`config.mk`:
```
export PLATFORM = sky130hd
export DESIGN_NAME = fetch_gate_ctrl
export DESIGN_NICKNAME = d
export VERILOG_FILES = /design/src/rtl/fgc_pkg.sv /design/src/rtl/fgc_ctrl.sv /design/src/rtl/fgc_datapath.sv /design/src/rtl/fetch_gate_ctrl.sv
export SDC_FILE = /design/constraint.sdc
export NUM_CORES = 1
export LEC_CHECK = 0
export BUFFER_PORTS_ARGS = -buffer_cell sky130_fd_sc_hd__buf_2
export CORE_UTILIZATION = 51
export CTS_CLUSTER_DIAMETER = 80
export DETAILED_ROUTE_END_ITERATION = 7
export GPL_TIMING_DRIVEN = 0
export HOLD_SLACK_MARGIN = 0.1
export PLACE_DENSITY = 0.67
export RECOVER_POWER = 50
export REMOVE_ABC_BUFFERS = 1
export SLEW_MARGIN = 20
export SYNTH_ARGS = -nofsm -noshare
export SYNTH_HDL_FRONTEND = slang
export SYNTH_SLANG_ARGS = --single-unit
```
`constraint.sdc`:
```
create_clock -name clk -period 8.27 [get_ports clk]
set_input_delay 0.4135 -clock clk [delete_from_list [all_inputs] [get_ports clk]]
set_output_delay 0.4135 -clock clk [all_outputs]
set_load 0.02 [all_outputs]
```
`src/rtl/fgc_pkg.sv`:
```
package fgc_pkg;

  localparam int THR_W      = 5;
  localparam int USE_W      = 5;
  localparam int NUM_BOUNDS = 6;

  // Strobes from control to datapath, one cycle each.
  typedef struct packed {
    logic periodEnd;
    logic cntLoad;
    logic cntUp;
    logic cntDown;
    logic resolveEv;
    logic mispredEv;
    logic useInc;
  } fgcStrobe_t;

  // Lower accuracy bound (percent) of bucket idx; order is the priority.
  function automatic int unsigned boundPct(input int idx);
    case (idx)
      0:       return 99;
      1:       return 97;
      2:       return 95;
      3:       return 93;
      4:       return 90;
      default: return 85;
    endcase
  endfunction

  // Threshold of bucket idx; idx NUM_BOUNDS is the catch-all bucket.
  function automatic logic [THR_W-1:0] bucketThr(input int idx);
    case (idx)
      0:       return THR_W'(18);
      1:       return THR_W'(16);
      2:       return THR_W'(13);
      3:       return THR_W'(12);
      4:       return THR_W'(11);
      5:       return THR_W'(7);
      default: return THR_W'(3);
    endcase
  endfunction

endpackage

```
`src/rtl/fgc_ctrl.sv`:
```
module fgc_ctrl
  import fgc_pkg::*;
#(
  parameter int PERIOD = 1024
) (
  input  logic       clk,
  input  logic       rstN,
  input  logic       brFetch,
  input  logic       brResolve,
  input  logic       brMispred,
  input  logic       flush,
  input  logic       usefulPulse,
  output fgcStrobe_t strb
);

  localparam int PER_W = (PERIOD > 2) ? $clog2(PERIOD) : 1;

  logic [PER_W-1:0] periodCnt;
  logic             lastCycle;

  assign lastCycle = (periodCnt == PER_W'(PERIOD - 1));

  always_ff @(posedge clk or negedge rstN) begin
    if (!rstN)          periodCnt <= '0;
    else if (lastCycle) periodCnt <= '0;
    else                periodCnt <= periodCnt + 1'b1;
  end

  always_comb begin
    strb.periodEnd = lastCycle;
    strb.cntLoad   = flush;
    strb.cntUp     = !flush && brFetch && !brResolve;
    strb.cntDown   = !flush && brResolve && !brFetch;
    strb.resolveEv = brResolve;
    strb.mispredEv = brResolve && brMispred;
    strb.useInc    = usefulPulse && !lastCycle;
  end

endmodule

```
`src/rtl/fgc_datapath.sv`:
```
module fgc_datapath
  import fgc_pkg::*;
#(
  parameter int CNT_W    = 6,
  parameter int PERIOD   = 1024,
  parameter int USE_THR  = 7,
  parameter int INIT_THR = 3
) (
  input  logic             clk,
  input  logic             rstN,
  input  fgcStrobe_t       strb,
  input  logic [CNT_W-1:0] survivorCnt,
  input  logic             hintUseful,
  output logic             gateEn,
  output logic [THR_W-1:0] curThresh
);

  localparam int RES_W  = $clog2(PERIOD + 1);
  localparam int PROD_W = RES_W + 7;
  localparam int CMP_W  = (CNT_W > THR_W) ? CNT_W : THR_W;

  logic [CNT_W-1:0]  inflight;
  logic [RES_W-1:0]  resAcc, misAcc, resNext, misNext;
  logic [PROD_W-1:0] misScaled;
  logic [NUM_BOUNDS-1:0] passB;
  logic [THR_W-1:0]  selThr, thrReg;
  logic [USE_W-1:0]  useCnt;

  // In-flight unresolved branch count
  always_ff @(posedge clk or negedge rstN) begin
    if (!rstN)
      inflight <= '0;
    else if (strb.cntLoad)
      inflight <= survivorCnt;
    else if (strb.cntUp && (inflight != {CNT_W{1'b1}}))
      inflight <= inflight + 1'b1;
    else if (strb.cntDown && (inflight != '0))
      inflight <= inflight - 1'b1;
  end

  // Per-interval accuracy counters
  assign resNext = resAcc + RES_W'(strb.resolveEv);
  assign misNext = misAcc + RES_W'(strb.mispredEv);

  always_ff @(posedge clk or negedge rstN) begin
    if (!rstN) begin
      resAcc <= '0;
      misAcc <= '0;
    end else if (strb.periodEnd) begin
      resAcc <= '0;
      misAcc <= '0;
    end else begin
      resAcc <= resNext;
      misAcc <= misNext;
    end
  end

  // Divider-free bucket test: mis*100 <= res*(100-bound)
  assign misScaled = PROD_W'(misNext) * PROD_W'(100);

  for (genvar g = 0; g < NUM_BOUNDS; g++) begin : g_bound
    logic [PROD_W-1:0] resScaled;
    assign resScaled = PROD_W'(resNext) * PROD_W'(100 - boundPct(g));
    assign passB[g]  = (misScaled <= resScaled);
  end

  always_comb begin
    selThr = bucketThr(NUM_BOUNDS);
    for (int i = NUM_BOUNDS - 1; i >= 0; i--)
      if (passB[i]) selThr = bucketThr(i);
  end

  always_ff @(posedge clk or negedge rstN) begin
    if (!rstN)
      thrReg <= THR_W'(INIT_THR);
    else if (strb.periodEnd && (resNext != '0))
      thrReg <= selThr;
  end

  // Phase usefulness counter, saturating
  always_ff @(posedge clk or negedge rstN) begin
    if (!rstN)
      useCnt <= '0;
    else if (strb.periodEnd)
      useCnt <= '0;
    else if (strb.useInc && (useCnt != {USE_W{1'b1}}))
      useCnt <= useCnt + 1'b1;
  end

  logic overThr, phaseVeto;
  assign overThr   = CMP_W'(inflight) > CMP_W'(thrReg);
  assign phaseVeto = useCnt > USE_W'(USE_THR);
  assign gateEn    = overThr && !phaseVeto && !hintUseful;
  assign curThresh = thrReg;

endmodule

```
`src/rtl/fetch_gate_ctrl.sv`:
```
module fetch_gate_ctrl
  import fgc_pkg::*;
#(
  parameter int CNT_W    = 6,
  parameter int PERIOD   = 1024,
  parameter int USE_THR  = 7,
  parameter int INIT_THR = 3
) (
  input  logic             clk,
  input  logic             rstN,
  input  logic             brFetch,
  input  logic             brResolve,
  input  logic             brMispred,
  input  logic             flush,
  input  logic [CNT_W-1:0] survivorCnt,
  input  logic             usefulPulse,
  input  logic             hintUseful,
  output logic             gateEn,
  output logic [4:0]       curThresh
);

  fgcStrobe_t strb;

  fgc_ctrl #(.PERIOD(PERIOD)) u_ctrl (
    .clk         (clk),
    .rstN        (rstN),
    .brFetch     (brFetch),
    .brResolve   (brResolve),
    .brMispred   (brMispred),
    .flush       (flush),
    .usefulPulse (usefulPulse),
    .strb        (strb)
  );

  fgc_datapath #(
    .CNT_W   (CNT_W),
    .PERIOD  (PERIOD),
    .USE_THR (USE_THR),
    .INIT_THR(INIT_THR)
  ) u_dp (
    .clk         (clk),
    .rstN        (rstN),
    .strb        (strb),
    .survivorCnt (survivorCnt),
    .hintUseful  (hintUseful),
    .gateEn      (gateEn),
    .curThresh   (curThresh)
  );

endmodule

```
==> results of run 1 <==
[tightest hold or removal path, delay by kind of cell]
| kind | cells | cell delay, ns |
|---|---|---|
| and+or+nand+nor | 1 | 0.04 |
| AOI/OAI and AO/OA | 1 | 0.05 |
| buffers and inverters | 1 | 0.07 |
[metrics by stage]
step / setup WS [ns] / util / hold slack (ns)
floorplan: 2.31 / - / 0.118
global placement: 0.696 / 0.551 / 0.454
detailed placement: 1.03 / 0.553 / 0.460
CTS: 1.30 / 0.564 / 0.324
global route: 0.889 / 0.565 / 0.347
finish: 1.35 / 0.565 / 0.328
[routing by layer]
metal | wire [µm] | track usage | part of all wire
met2 | 8730 | 0.439 | 0.50
met4 | 291 | 0.0480 | 0.017
met1 | 7950 | 0.301 | 0.46
met3 | 456 | 0.0218 | 0.026
met5 | 0 | 0 | 0
[path summary, 6_finish.rpt]
path                                     startpoint                   to  slack, ns  cells past startpoint
worst max-delay path                      brResolve    u_dp.curThresh[0]       1.35                     23
worst min-delay path                 survivorCnt[1]     u_dp.inflight[1]       0.33                      3
worst max register to register       u_dp.misAcc[0]    u_dp.curThresh[0]       1.40                     21
worst min register to register  u_ctrl.periodCnt[4]  u_ctrl.periodCnt[4]       0.47                      1
max in group asynchronous                      rstN       u_dp.misAcc[8]       5.98                      1
min in group asynchronous                      rstN     u_dp.inflight[1]       0.88                      1
[synthesized netlist by cell type, types with 6 or more instances]
master      n  area share
ha_1      178        0.30
inv_1      89       0.045
a21oi_1    61       0.041
nor2_1     55       0.028
nand2_1    47       0.024
dfrtp_1    46        0.15
o21ai_0    43       0.029
xnor2_1    41       0.048
xor2_1     38       0.045
nand3_1    31       0.021
a21o_1     29       0.029
fa_1       24       0.065
nor2b_1    16       0.013
nand4_1    13       0.011
nor3_1     11      0.0074
nand2b_1   10      0.0084
and3_1      9      0.0076
clkbuf_1    6      0.0030
[state kept, by name (all words and copies together), names as in the netlist]
register,flops
u_dp.useCnt,5
u_dp.misAcc,11
u_dp.inflight,6
u_ctrl.periodCnt,10
u_dp.curThresh,5
u_dp.resAcc,11
[final cells by class]
cell class / count / area, µm²
clock buffers: 6 / 139
repair buffers: 19 / 93.8
flip-flops and latches: 48 / 1200
clock inverters: 2 / 15.0
well taps: 180 / 225
inverters: 93 / 349
fillers: 1262 / 6110
multi-input cells: 700 / 5910
[cells by family (layout without fill, tap and decap cells)]
group	after synthesis	in the layout	synth area share
compound gates	194	194	0.170
xor+xnor	82	82	0.101
fa+ha+maj	202	202	0.364
buf+inv	100	120	0.0504
flops	48	48	0.162
mux	6	6	0.00857
simple gates	216	216	0.145
==> summary.txt, run 1 <==
Yosys
  – Cells after Synth: 848
  – Dominant synthesized flop cell: dfrtp_1
  – Synth warn: 0
  – Async SR Flop Fraction: 1.00
  – Sequential share of the synthesized area: 0.162
  – Unique cell type count in the Yosys netlist: 68
  – Post-synth EDFFs: 0
  – Mean Syn Cell Area: 8.78 µm²
  – Mapped cell area: 7450 µm²
  – Synthesized flop and latch total: 48

Die
  – Die ar.: 15100 µm²
  – FP Rows: 43
  – Initial core utilization: 0.530
  – Die Wd: 123 µm
  – Core ar.: 14000 µm²
  – I/O Pins: 20
  – Die Y: 123 µm

Global route
  – Largest net degree at the start of global routing: 49
  – First-pass GRT wire length: 28600 µm
  – Initial antenna violation count: 0
  – Vias in the first global route: 6168
  – Total GRT Usage: 0.239
  – Gr ovfl total: 0

Timing
  – Slew Limit Fails: 49
  – Worst-Margin Slew: 2.47 ns
  – Clock skew: 0.00840 ns
  – Fraction of the cycle the final worst path needs: 0.837
  – Fin. Hold Viols: 0
  – Fmax: 0.145 GHz
  – Slew headroom: -0.648
  – Final min period: 6.92 ns
  – Unrepaired setup endpoints after global routing: no
  – Final setup viols: 0
  – Setup TNS: 0 ns

Outcome
  – Violated checks: max-capacitance violations, max-slew violations
  – Outcome: complete, but fails checks

Routing
  – Residual DRC: 0
  – WL/cell: 16.6 µm
  – Drt total wl: 17400 µm
  – DR vias: 6142
  – Remaining antenna violation count: 0
  – Routed vias/inst: 5.86
  – First-pass DRT Iterations: 5
  – Initial DRC count: 339

Placement
  – Routability Congestion: 0.931
  – Placed cell area: 7760 µm²
  – Port-buffer cells: 19
  – DP HPWL: 14300 µm
  – Dpl cells: 1040

Final layout
  – Most common cell after layout, fill and taps aside: ha_1
  – Post-route cell area: 7930 µm²
  – Ant. Diodes: 0
  – Nets: 1083
  – Fraction of layout cells with a size suffix above 1: 0.0691
  – Area Growth Syn to Fin: 6.50%
  – Most frequent cells in the layout: ha_1 (178), inv_1 (89), a21oi_1 (61), nor2_1 (54), nand2_1 (47)
  – Finished Layout Cells: 1048

Worst setup path
  – Worst path max stage delay: 0.92 ns
  – Crit path cell chain: buf_2 -> and2_1 -> ha_1 -> ha_1 -> xor2_2 -> ha_1 -> ha_1 -> inv_1 -> fa_1 -> inv_1 -> ha_1 -> nor2b_4 -> o31a_1 -> a21oi_1 -> ha_1 -> and4_1 -> and2_1 -> nand4_1 -> a2111oi_0 -> a31oi_1 -> a211oi_4 -> a31oi_1 -> o22a_1
  – Critical path's slowest cell: a2111oi_0
  – Crit path max-delay family: compound AO/OA/AOI/OAI gates
  – Worst path bufs/invs: 3
  – Cell mode on critical path: ha_1
  – Setup crit end kind: flop
  – Critical path required time: 8.49 ns
  – Setup CP Type: input pin to flop
  – Worst-path fanout max: 12
  – Data arrival, critical path: 7.13 ns
  – Critical path launch point type: input pin

Clock network
  – Root Driver: clkbuf_16
  – Reg clk slew, reported paths: 0.06 ns
  – TritonCTS clock tree: yes
  – Worst skew pair latency: 0.29 ns
  – Hold Buf Count CTS: 0
  – CTS buffer count: 5
  – CTS max path bufs: 2
  – Post-cts repair resize count: 0
  – Setup bufs post-CTS: 0
  – H-tree depth: 2
  – Clock sink count: 48

Job
  – Max-cap violations: 1

Hold path
  – HP Class: input pin to flop
Power of run 1 is left out: the tool's default activity adds up to more than one toggle a clock period on the data nets, which glitch-free logic cannot reach.
==> inputs of run 2 (changes only) <==
==> constraint.sdc (replaced) <==
create_clock -name clk -period 6.9 [get_ports clk]
set_input_delay 0.345 -clock clk [delete_from_list [all_inputs] [get_ports clk]]
set_output_delay 0.345 -clock clk [all_outputs]
set_load 0.02 [all_outputs]
==> summary.txt, run 2 (same netlist as run 1, synthesis figures left out) <==
Routing
  – DR vias: 6143
  – Initial DRC count: 352
  – First-pass DRT Iterations: 5
  – Remaining antenna violation count: 0
  – Residual DRC: 0
  – WL/cell: 16.7 µm
  – Routed vias/inst: 5.86
  – Drt total wl: 17500 µm

Clock network
  – Clock sink count: 48
  – CTS max path bufs: 2
  – Root Driver: clkbuf_16
  – H-tree depth: 2
  – Reg clk slew, reported paths: 0.06 ns
  – Hold Buf Count CTS: 0
  – TritonCTS clock tree: yes
  – Worst skew pair latency: 0.29 ns
  – Setup bufs post-CTS: 0
  – CTS buffer count: 5

Final layout
  – Most frequent cells in the layout: ha_1 (178), inv_1 (89), a21oi_1 (60), nor2_1 (54), nand2_1 (47)
  – Ant. Diodes: 0
  – Nets: 1083
  – Largest registers: u_dp.misAcc x11, u_dp.resAcc x11, u_ctrl.periodCnt x10
  – Fillers: 1261
  – Fraction of layout cells with a size suffix above 1: 0.0703
  – Post-route cell area: 7950 µm²
  – Area Growth Syn to Fin: 6.74%
  – Most common cell after layout, fill and taps aside: ha_1

Worst setup path
  – Critical path required time: 7.11 ns
  – Worst path bufs/invs: 2
  – Data arrival, critical path: 6.61 ns
  – Crit path cell chain: ha_1 -> ha_1 -> xor2_2 -> ha_1 -> ha_1 -> inv_1 -> fa_1 -> inv_1 -> ha_1 -> nor2b_4 -> o31a_1 -> a21oi_2 -> ha_1 -> and4_1 -> and2_1 -> nand4_1 -> a2111oi_1 -> a31oi_1 -> a211oi_4 -> a31oi_1 -> o22a_1
  – Cell mode on critical path: ha_1
  – FF-to-FF setup slack: 0.50 ns
  – Worst reg2reg path startpoint: u_dp.misAcc[0]
  – Setup CP Type: flop to flop
  – Critical path's slowest cell: a2111oi_1
  – Reg2reg end: u_dp.curThresh[0]
  – Setup crit end kind: flop
  – Worst path max stage delay: 0.75 ns
  – Crit path max-delay family: compound AO/OA/AOI/OAI gates
  – Worst setup path startpoint: u_dp.misAcc[0]
  – Critical path launch point type: flop
  – Reg2Reg Depth: 21
  – Worst-path fanout max: 12

Die
  – Die Y: 123 µm
  – I/O Pins: 20
  – Initial core utilization: 0.530
  – FP Rows: 43
  – Core ar.: 14000 µm²
  – Die Wd: 123 µm
  – Die ar.: 15100 µm²

Timing
  – Unrepaired setup endpoints after global routing: no
  – Slew Limit Fails: 49
  – Fin. Hold Viols: 0
  – Worst Hold Slack: 0.259 ns
  – Clock skew: 0.00917 ns
  – Final min period: 6.40 ns
  – Fraction of the cycle the final worst path needs: 0.927
  – Setup TNS: 0 ns
  – Final setup viols: 0
  – Slew headroom: -0.650
  – Final worst slack: 0.501 ns
  – Fmax: 0.156 GHz
  – Worst-Margin Slew: 2.47 ns

Global route
  – Total GRT Usage: 0.239
  – Largest net degree at the start of global routing: 49
  – GR Layer Usage met2: 0.439
  – Met3 usage: 0.0218
  – Initial antenna violation count: 0
  – First-pass GRT wire length: 28600 µm
  – Met1 Track Usage GR: 0.301
  – Top Usage Layer GRT: met2
  – Gr ovfl total: 0
  – Vias in the first global route: 6167

Placement
  – Routability Congestion: 0.931
  – Placed cell area: 7760 µm²
  – Port-buffer cells: 19
  – DP HPWL: 14300 µm
  – Pre-CTS WS: -0.272 ns

Outcome
  – Outcome: complete, but fails checks
  – Violated checks: max-capacitance violations, max-slew violations

Hold path
  – HP Class: input pin to flop
  – Hold Path Depth: 3
  – HP Start: survivorCnt[1]
  – Hold Path Sink: u_dp.inflight[1]

Job
  – Max-cap violations: 1
run 2: worst max-delay path by stage:
| stage | depth (start not counted) | to | slack, ns |
|---|---|---|---|
| after floorplan | 22 | u_dp.curThresh[0] | 1.00 |
| after global placement | 23 | u_dp.curThresh[0] | -0.61 |
| after detailed placement | 23 | u_dp.curThresh[0] | -0.27 |
| after CTS | 21 | u_dp.curThresh[0] | 0.19 |
| after global routing | 21 | u_dp.curThresh[0] | 0.1 |
| final | 21 | u_dp.curThresh[0] | 0.50 |
run 2: area by class of cell:
cell class,count,area [µm²],area share
Clock buffer,6,139,0.0175
Clock inverter,2,15.0,0.00189
Inverter,93,349,0.0439
Multi-Input combinational cell,700,5930,0.746
Sequential cell,48,1200,0.151
Tap cell,180,225,0.0283
Timing Repair Buffer,19,91.3,0.0115
run 2: per-stage QoR:
stage / std cells / utilization
finish: 1048 / 0.566
global route: 1048 / 0.566
CTS: 1048 / 0.564
detailed placement: 1040 / 0.553
global placement: 1040 / 0.551
floorplan: 841 / -
run 2: metal layers:
metal  vias up  share of wire  wire length, µm
met3        25          0.025              438
met2        99           0.50             8760
met5         -              0                0
met1      2972           0.46             7980
li1       3047              -                -
met4         0          0.016              274
run 2: what timing repair did:
item,4_1_cts,5_1_grt
endpoints found under the setup margin,1,5
pin swaps,0,0
gates resized for setup,1,3
run 2: worst min-delay path, cell delays in order:
cell	delay (ns)
buf_2	0.07
nand2_1	0.04
o21ai_0	0.05
Power of run 2 is left out for the same reason.
==> inputs of run 3 (changes only) <==
==> constraint.sdc (replaced) <==
create_clock -name clk -period 7.3 [get_ports clk]
set_input_delay 0.365 -clock clk [delete_from_list [all_inputs] [get_ports clk]]
set_output_delay 0.365 -clock clk [all_outputs]
set_load 0.02 [all_outputs]
==> summary.txt, run 3 (same netlist as run 1, synthesis figures left out) <==
Clock network
  – Worst skew pair latency: 0.29 ns
  – CTS buffer count: 5
  – Reg clk slew, reported paths: 0.06 ns
  – Clock sink count: 48
  – CTS max path bufs: 2
  – Root Driver: clkbuf_16
  – H-tree depth: 2
  – TritonCTS clock tree: yes
  – Setup bufs post-CTS: 0

Hold path
  – HP Class: input pin to flop

Final layout
  – Most frequent cells in the layout: ha_1 (178), inv_1 (89), a21oi_1 (61), nor2_1 (54), nand2_1 (47)
  – FF+latch area: 1200 µm²
  – Post-route cell area: 7930 µm²
  – Area Growth Syn to Fin: 6.48%
  – Nets: 1083
  – Fraction of layout cells with a size suffix above 1: 0.0668
  – Area of the multi-input gates: 5910 µm²
  – Ant. Diodes: 0
  – Largest registers: u_dp.misAcc x11, u_dp.resAcc x11, u_ctrl.periodCnt x10
  – Fillers: 1264
  – Most common cell after layout, fill and taps aside: ha_1

Routing
  – WL/cell: 16.7 µm
  – Remaining antenna violation count: 0
  – Initial DRC count: 355
  – Drt total wl: 17500 µm
  – DR vias: 6146
  – First-pass DRT Iterations: 5
  – Routed vias/inst: 5.86
  – Residual DRC: 0

Global route
  – Largest net degree at the start of global routing: 49
  – Total GRT Usage: 0.239
  – Gr ovfl total: 0
  – First-pass GRT wire length: 28600 µm
  – Vias in the first global route: 6168
  – Initial antenna violation count: 0

Placement
  – Port-buffer cells: 19
  – Placed cell area: 7760 µm²
  – DP HPWL: 14300 µm
  – Routability Congestion: 0.931

Timing
  – Fraction of the cycle the final worst path needs: 0.913
  – Fin. Hold Viols: 0
  – Slew headroom: -0.652
  – Setup TNS: 0 ns
  – Slew Limit Fails: 49
  – Unrepaired setup endpoints after global routing: no
  – Fmax: 0.150 GHz
  – Worst-Margin Slew: 2.48 ns
  – Final min period: 6.66 ns
  – Final setup viols: 0
  – Clock skew: 0.00842 ns

Die
  – Die ar.: 15100 µm²
  – FP Rows: 43
  – Core ar.: 14000 µm²
  – Die Wd: 123 µm
  – Die Y: 123 µm
  – Initial core utilization: 0.530
  – I/O Pins: 20

Worst setup path
  – Worst path max stage delay: 0.73 ns
  – Worst path bufs/invs: 3
  – Setup CP Type: input pin to flop
  – Critical path launch point type: input pin
  – Crit path cell chain: buf_2 -> and2_1 -> ha_1 -> ha_1 -> xor2_2 -> ha_1 -> ha_1 -> inv_1 -> fa_1 -> inv_1 -> ha_1 -> nor2b_4 -> o31a_1 -> a21oi_1 -> ha_1 -> and4_1 -> and2_1 -> nand4_1 -> a2111oi_1 -> a31oi_1 -> a211oi_4 -> a31oi_1 -> o22a_1
  – Critical path required time: 7.52 ns
  – Cell mode on critical path: ha_1
  – Setup crit end kind: flop
  – Data arrival, critical path: 6.88 ns
  – Critical path's slowest cell: a2111oi_1
  – Worst-path fanout max: 12
  – Crit path max-delay family: compound AO/OA/AOI/OAI gates

Outcome
  – Outcome: complete, but fails checks
  – Violated checks: max-capacitance violations, max-slew violations

Job
  – Max-cap violations: 1
-- run 3: cell count changes in the layout (fill, tap and decap cells not counted) --
cell,before,now
xnor2_2,4,2
a21oi_2,1,0
xnor2_1,38,40
a21oi_1,60,61
-- run 3: final cells by class --
type,instances,area share
multi-input cells,700,0.745
clock inverters,2,0.00189
repair buffers,19,0.0115
flip-flops and latches,48,0.152
well taps,180,0.0284
clock buffers,6,0.0175
inverters,93,0.0440
-- run 3: metal layers --
layer | part of all wire | GRT usage
met5 | 0 | 0
met4 | 0.014 | 0.0480
met3 | 0.021 | 0.0218
met2 | 0.50 | 0.439
met1 | 0.46 | 0.301
-- run 3: path summary, 6_finish.rpt --
| path | startpoint | to | slack, ns | cells past startpoint |
|---|---|---|---|---|
| setup reg to reg | u_dp.misAcc[0] | u_dp.curThresh[0] | 0.64 | 21 |
| min in group asynchronous | rstN | u_dp.inflight[1] | 0.84 | 1 |
| setup / recovery | brResolve | u_dp.curThresh[0] | 0.64 | 23 |
| max in group asynchronous | rstN | u_dp.misAcc[8] | 5.06 | 1 |
| hold / removal | survivorCnt[1] | u_dp.inflight[1] | 0.28 | 3 |
| hold reg to reg | u_ctrl.periodCnt[4] | u_ctrl.periodCnt[4] | 0.47 | 1 |
-- run 3: per-stage QoR --
step / setup WS, ns / hold slack, ns / util / instances
floorplan: 1.38 / 0.0694 / - / 841
global placement: -0.226 / 0.454 / 0.551 / 1040
detailed placement: 0.108 / 0.460 / 0.553 / 1040
CTS: 0.381 / 0.276 / 0.564 / 1048
global route: 0.199 / 0.298 / 0.565 / 1048
finish: 0.638 / 0.279 / 0.565 / 1048
-- run 3: worst min-delay path, delay by kind of cell --
family          cells  cell delay [ns]
compound gates      1             0.05
simple gates        1             0.04
buf+inv             1             0.07
-- run 3: timing repair --
action                     4_1_cts  5_1_grt
hold endpoints to repair         0        0
setup endpoints to repair        0        1
gates resized for setup          0        1
hold buffers                     0        0
Power of run 3 is left out for the same reason.
